==> config.mk <==
export PLATFORM = sky130hd
export DESIGN_NAME = sec_alarm_ctr
export DESIGN_NICKNAME = d
export VERILOG_FILES = /design/src/rtl/sac_pkg.sv /design/src/rtl/sac_counter_pair.sv /design/src/rtl/sac_match_slot.sv /design/src/rtl/sac_readmux.sv /design/src/rtl/sec_alarm_ctr.sv
export SDC_FILE = /design/constraint.sdc
export NUM_CORES = 1
export LEC_CHECK = 0
export ABC_CLOCK_PERIOD_IN_PS = 3900
export BUFFER_PORTS_ARGS = -buffer_cell sky130_fd_sc_hd__buf_2
export CAP_MARGIN = 15
export CORE_MARGIN = 1
export CORE_UTILIZATION = 50
export CTS_BUF_LIST = sky130_fd_sc_hd__clkbuf_8 sky130_fd_sc_hd__clkbuf_16
export DETAILED_ROUTE_END_ITERATION = 6
export PLACE_DENSITY = 0.78
export SLEW_MARGIN = 20
export SYNTH_ARGS = -nofsm -noshare
export SYNTH_HDL_FRONTEND = slang
export SYNTH_SLANG_ARGS = --single-unit
==> constraint.sdc <==
create_clock -name clk -period 3.9 [get_ports clk]
set_clock_uncertainty 0.2 [all_clocks]
set_input_delay 0.975 -clock clk [delete_from_list [all_inputs] [get_ports clk]]
set_output_delay 0.975 -clock clk [all_outputs]
set_load 0.005 [all_outputs]
==> src/rtl/sac_pkg.sv <==
package sac_pkg;
  localparam int N_MATCH = 2;

  localparam logic [7:0] OFS_UP   = 8'h00;
  localparam logic [7:0] OFS_DN   = 8'h04;
  localparam logic [7:0] OFS_M0   = 8'h08;
  localparam logic [7:0] OFS_CTRL = 8'h10;
  localparam logic [7:0] OFS_STAT = 8'h14;
  localparam logic [7:0] OFS_KEY  = 8'h18;

  localparam int CB_IE0   = 0;
  localparam int CB_OW0   = 2;
  localparam int CB_CLR   = 4;
  localparam int CB_HOLD  = 6;
  localparam int CB_FORCE = 7;

  localparam logic [7:0] CTRL_MASK = 8'hDF;
  localparam int SB_ONSW = 2;
endpackage

==> src/rtl/sac_counter_pair.sv <==
module sac_counter_pair #(
  parameter int W = 32
) (
  input  logic         clk,
  input  logic         rst,
  input  logic         tick,
  input  logic         halt,
  input  logic         clear,
  input  logic         wr_up,
  input  logic         wr_dn,
  input  logic [W-1:0] wdata,
  output logic [W-1:0] up_q,
  output logic [W-1:0] dn_q
);
  logic step;
  assign step = tick && !halt;

  always_ff @(posedge clk) begin
    if (rst) begin
      up_q <= '0;
      dn_q <= '1;
    end else begin
      if (wr_up)      up_q <= wdata;
      else if (clear) up_q <= '0;
      else if (step)  up_q <= up_q + W'(1);

      if (wr_dn)      dn_q <= wdata;
      else if (clear) dn_q <= '0;
      else if (step)  dn_q <= dn_q - W'(1);
    end
  end
endmodule

==> src/rtl/sac_match_slot.sv <==
module sac_match_slot #(
  parameter int W = 32
) (
  input  logic         clk,
  input  logic         rst,
  input  logic         wr_val,
  input  logic [W-1:0] wdata,
  input  logic [W-1:0] count,
  input  logic         clr,
  output logic [W-1:0] val_q,
  output logic         flag_q
);
  logic hit;
  assign hit = (count == val_q);

  always_ff @(posedge clk) begin
    if (rst) begin
      val_q  <= '1;
      flag_q <= 1'b0;
    end else begin
      if (wr_val) val_q <= wdata;
      // set has priority: a flag whose equality still holds re-latches
      flag_q <= (flag_q && !clr) || hit;
    end
  end
endmodule

==> src/rtl/sac_readmux.sv <==
module sac_readmux
  import sac_pkg::*;
#(
  parameter int W      = 32,
  parameter int ADDR_W = 8
) (
  input  logic [ADDR_W-1:0]           addr,
  input  logic [W-1:0]                up,
  input  logic [W-1:0]                dn,
  input  logic [N_MATCH-1:0][W-1:0]   mval,
  input  logic [7:0]                  ctrl,
  input  logic [2:0]                  stat,
  input  logic [W-1:0]                key,
  output logic [W-1:0]                data
);
  always_comb begin
    data = '0;
    if (addr == ADDR_W'(OFS_UP))        data = up;
    else if (addr == ADDR_W'(OFS_DN))   data = dn;
    else if (addr == ADDR_W'(OFS_CTRL)) data = W'(ctrl);
    else if (addr == ADDR_W'(OFS_STAT)) data = W'(stat);
    else if (addr == ADDR_W'(OFS_KEY))  data = key;
    else begin
      for (int i = 0; i < N_MATCH; i++)
        if (addr == ADDR_W'(OFS_M0 + 8'(4 * i))) data = mval[i];
    end
  end
endmodule

==> src/rtl/sec_alarm_ctr.sv <==
module sec_alarm_ctr
  import sac_pkg::*;
#(
  parameter int W      = 32,
  parameter int ADDR_W = 8
) (
  input  logic              clk,
  input  logic              rst,
  input  logic              sec_tick,
  input  logic              bus_wr,
  input  logic              bus_rd,
  input  logic [ADDR_W-1:0] bus_addr,
  input  logic [W-1:0]      bus_wdata,
  output logic [W-1:0]      bus_rdata,
  output logic              irq_o,
  output logic              wake_o
);
  logic [7:0]                ctrl_q;
  logic [W-1:0]              up_cnt, dn_cnt;
  logic [N_MATCH-1:0][W-1:0] mval;
  logic [N_MATCH-1:0]        flags;
  logic                      onsw_q;
  logic [W-1:0]              key_q = '0;
  logic [W-1:0]              rd_mux;
  logic                      onsw_cond;
  logic                      wr_stat;

  assign wr_stat = bus_wr && (bus_addr == ADDR_W'(OFS_STAT));

  always_ff @(posedge clk) begin
    if (rst) ctrl_q <= '0;
    else if (bus_wr && bus_addr == ADDR_W'(OFS_CTRL))
      ctrl_q <= bus_wdata[7:0] & CTRL_MASK;
  end

  // key register: no reset, so it survives host resets
  always_ff @(posedge clk) begin
    if (bus_wr && bus_addr == ADDR_W'(OFS_KEY)) key_q <= bus_wdata;
  end

  sac_counter_pair #(.W(W)) u_cnt (
    .clk   (clk),
    .rst   (rst),
    .tick  (sec_tick),
    .halt  (ctrl_q[CB_HOLD]),
    .clear (ctrl_q[CB_CLR]),
    .wr_up (bus_wr && bus_addr == ADDR_W'(OFS_UP)),
    .wr_dn (bus_wr && bus_addr == ADDR_W'(OFS_DN)),
    .wdata (bus_wdata),
    .up_q  (up_cnt),
    .dn_q  (dn_cnt)
  );

  for (genvar g = 0; g < N_MATCH; g++) begin : g_slot
    sac_match_slot #(.W(W)) u_slot (
      .clk    (clk),
      .rst    (rst),
      .wr_val (bus_wr && bus_addr == ADDR_W'(OFS_M0 + 8'(4 * g))),
      .wdata  (bus_wdata),
      .count  (up_cnt),
      .clr    (wr_stat && bus_wdata[g]),
      .val_q  (mval[g]),
      .flag_q (flags[g])
    );
  end

  assign onsw_cond = |(flags & ctrl_q[CB_OW0 +: N_MATCH]);

  always_ff @(posedge clk) begin
    if (rst) begin
      onsw_q <= 1'b0;
      irq_o  <= 1'b0;
      wake_o <= 1'b0;
    end else begin
      onsw_q <= (onsw_q && !(wr_stat && bus_wdata[SB_ONSW])) || onsw_cond;
      irq_o  <= |(flags & ctrl_q[CB_IE0 +: N_MATCH]);
      wake_o <= ctrl_q[CB_FORCE] || onsw_cond;
    end
  end

  sac_readmux #(.W(W), .ADDR_W(ADDR_W)) u_rmux (
    .addr (bus_addr),
    .up   (up_cnt),
    .dn   (dn_cnt),
    .mval (mval),
    .ctrl (ctrl_q),
    .stat ({onsw_q, flags}),
    .key  (key_q),
    .data (rd_mux)
  );

  always_ff @(posedge clk) begin
    if (rst)         bus_rdata <= '0;
    else if (bus_rd) bus_rdata <= rd_mux;
    else             bus_rdata <= '0;
  end
endmodule

==> key figures <==
Power
  – Internal power: 3.58 mW
  – Sequential share of power: 0.465
  – Switching Power: 1.08 mW
  – Combinational fraction of design power: 0.053
  – Clock power frac: 0.482
  – P per Cell Area: 404 nW/um^2
  – Pleak: 4.22 nW
  – Sw Ratio: 0.231
  – Peak supply drop: 216 uV

CTS
  – Worst-skew pair later-pin latency: 0.51 ns
  – CTS Buf Count: 22
  – Setup Buffers After CTS: 0
  – Root Driver: clkbuf_16
  – Clk slew on worst S/H paths: 0.07 ns
  – H-Tree Level Count: 1
  – Post-CTS resize count: 0
  – CTS tree: built
  – Post-CTS Hold Fix Bufs: 0
  – CTS sink count: 204
  – CTS Buffer Depth: 3

Route
  – Drt wl/cell: 24.2 um
  – Drt drc: 0
  – 1st-iter DRT viols: 1396
  – Post-DRT Antenna Nets: 0
  – Total vias in the final route: 9957
  – Detailed Route WL: 36200 um
  – First-pass iteration count of the detailed router: 6
  – Vias/cell: 6.65

Logic synthesis
  – Post-Syn Area: 10200 sq um
  – Syn nets: 1236
  – Largest cells by area after synthesis: dfxtp_1 (34%), edfxtp_1 (9.5%), xnor2_1 (7.7%)
  – Synth top area share: 0.339
  – Netlist cell types: 71
  – Flip-flop and latch count after synthesis: 204
  – Sequential-to-total area share from yosys stat: 0.433
  – Async set or reset register ratio after synthesis: 0
  – Number of synthesized flops with an enable pin: 32
  – Synth Area per Inst: 8.55 sq um
  – Synth warn: 0
  – Leading area contributor after synthesis: dfxtp_1
  – Primary FF master, synth: dfxtp_1
  – Mapped Cells: 1189

Floorplanning
  – DIE AREA: 20900 sq um
  – Chip Width: 145 um
  – DIE HEIGHT: 145 um
  – Core Rows: 51
  – IO Count: 79
  – Starting Density: 0.515
  – Core area: 19700 sq um

Timing
  – WHS: 0.293 ns
  – Endpoints failing setup: 0
  – Relative slew slack: 0.362
  – Max-slew violation count: 0
  – Unrepaired setup endpoints after global routing: false
  – Endpoints failing hold: 0
  – Final setup TNS: 0 ns
  – Tmin final: 2.93 ns
  – Actual transition at the worst max-transition pin: 0.954 ns
  – FMAX: 342 MHz
  – Final worst slack: 0.974 ns
  – Final period util: 0.750

Placed design
  – Final HPWL from detailed placement: 25600 um
  – Setup slack at placement: 0.620 ns
  – Placer Congestion: 1.05
  – Port Buffer Count: 78

Worst setup path
  – Req. time, crit path: 4.14 ns
  – Cell mode on critical path: nand4_1
  – CP arrival: 3.17 ns
  – Crit start category: flip-flop
  – Crit Path Max Fanout: 7
  – Critical path's slowest cell: nor4_2
  – Kind of critical path: flip-flop to flip-flop
  – Critical Path, Cell by Cell: ha_1 > nand4_1 > nor4_2 > nand4_1 > or3_1 > a31oi_1
  – Critical path's largest stage delay: 0.68 ns
  – CP endpoint kind: flip-flop

Layout
  – Commonest non-fill, non-tap cell in the layout: nand2_1
  – Commonest non-fill, non-tap cells in the layout: nand2_1 (191), dfxtp_1 (172), nand3_1 (102)
  – Syn-to-layout area delta: 13.4%
  – ANT cells: 0
  – Share of cells above drive strength 1: 0.140
  – Final #Nets: 1264
  – Fillers: 1726

GRT
  – Gr ovfl total: 0
  – First-pass GRT wire length: 54300 um
  – Antenna violations before repair: 0
  – GR Util All Layers: 0.350
  – Largest net degree at the start of global routing: 52
  – Vias in the first global route: 9128

Hold path
  – HP Class: flip-flop to flip-flop

Run
  – Max-Cap Viols: 0

Run status
  – Status: complete, no violations
-- metrics by stage --
step / power, mW / cell area, sq um / util / instances
floorplan: 2.32 / 10200 / - / 1189
global placement: 2.44 / 10700 / 0.545 / 1458
detailed placement: 2.45 / 10700 / 0.545 / 1458
CTS: 4.65 / 11500 / 0.585 / 1497
global route: 4.75 / 11500 / 0.585 / 1497
finish: 4.66 / 11500 / 0.585 / 1497
-- critical path, delay by kind of cell (launching register included) --
kind	cells	cell delay [ns]
AOI/OAI and AO/OA	1	0.17
and+or+nand+nor	4	1.64
adders and majority gates	1	0.31
DFF	1	0.54
-- cells by family (layout without fill, tap and decap cells) --
family | after synthesis | after routing | share of synthesized area
adder cells (fa/ha/maj) | 2 | 2 | 0.00246
AO/OA/AOI/OAI | 276 | 276 | 0.185
flip-flops | 204 | 204 | 0.433
XOR/XNOR | 95 | 95 | 0.0819
AND/OR/NAND/NOR | 489 | 489 | 0.243
multiplexers | 6 | 6 | 0.00603
buffers and inverters | 117 | 160 | 0.0479
-- routing by layer --
layer	share of wire	global-route usage
met2	0.43	0.527
met4	0.039	0.145
met3	0.13	0.0695
met5	0	0
met1	0.40	0.485
-- final timing paths --
kind / startpoint / endpoint / slack (ns) / cells after the start
max reg2reg: u_cnt.up_q[0] / u_cnt.up_q[30] / 0.97 / 6
min reg2reg: ctrl_q[7] / ctrl_q[7] / 0.29 / 2
max: u_cnt.up_q[0] / u_cnt.up_q[30] / 0.97 / 6
min: ctrl_q[7] / ctrl_q[7] / 0.29 / 2
-- state kept, by name (all words and copies together), names as in the netlist --
name,cells
g_slot.u_slot.val_q,64
bus_rdata,32
wake_o,1
ctrl_q,7
onsw_q,1
g_slot.u_slot.flag_q,2
key_q,32
u_cnt.up_q,32
irq_o,1
u_cnt.dn_q,32
-- power groups by stage --
stage | Combinational (mW) | Clock, mW | Sequential, mW
after detailed placement | 0.234 | 0 | 2.21
after global routing | 0.256 | 2.33 | 2.17
after global placement | 0.233 | 0 | 2.21
after floorplan | 0.121 | 0 | 2.20
final | 0.247 | 2.25 | 2.17
after CTS | 0.236 | 2.25 | 2.16
-- synthesized netlist by cell type, types with 10 or more instances --
master,instances
a22o_1,29
a31oi_1,10
nor4_1,27
nand3_1,102
a222oi_1,31
and3_1,11
nor2_1,38
or3_1,15
dfxtp_1,172
a21oi_1,84
buf_2,29
nand2_1,191
xnor2_1,89
a22oi_1,10
nor3_1,17
o21ai_0,55
edfxtp_1,32
nand4_1,36
clkbuf_1,77
-- area by class of cell --
cell class | instances | area [sq um] | share of cell area
clock buffers | 29 | 681 | 0.0590
clock inverters | 10 | 105 | 0.00912
multi-input cells | 868 | 5290 | 0.459
repair buffers | 114 | 686 | 0.0595
inverters | 7 | 26.3 | 0.00228
well taps | 265 | 332 | 0.0288
flip-flops and latches | 204 | 4400 | 0.382
Power figures use the tool's default switching activity.
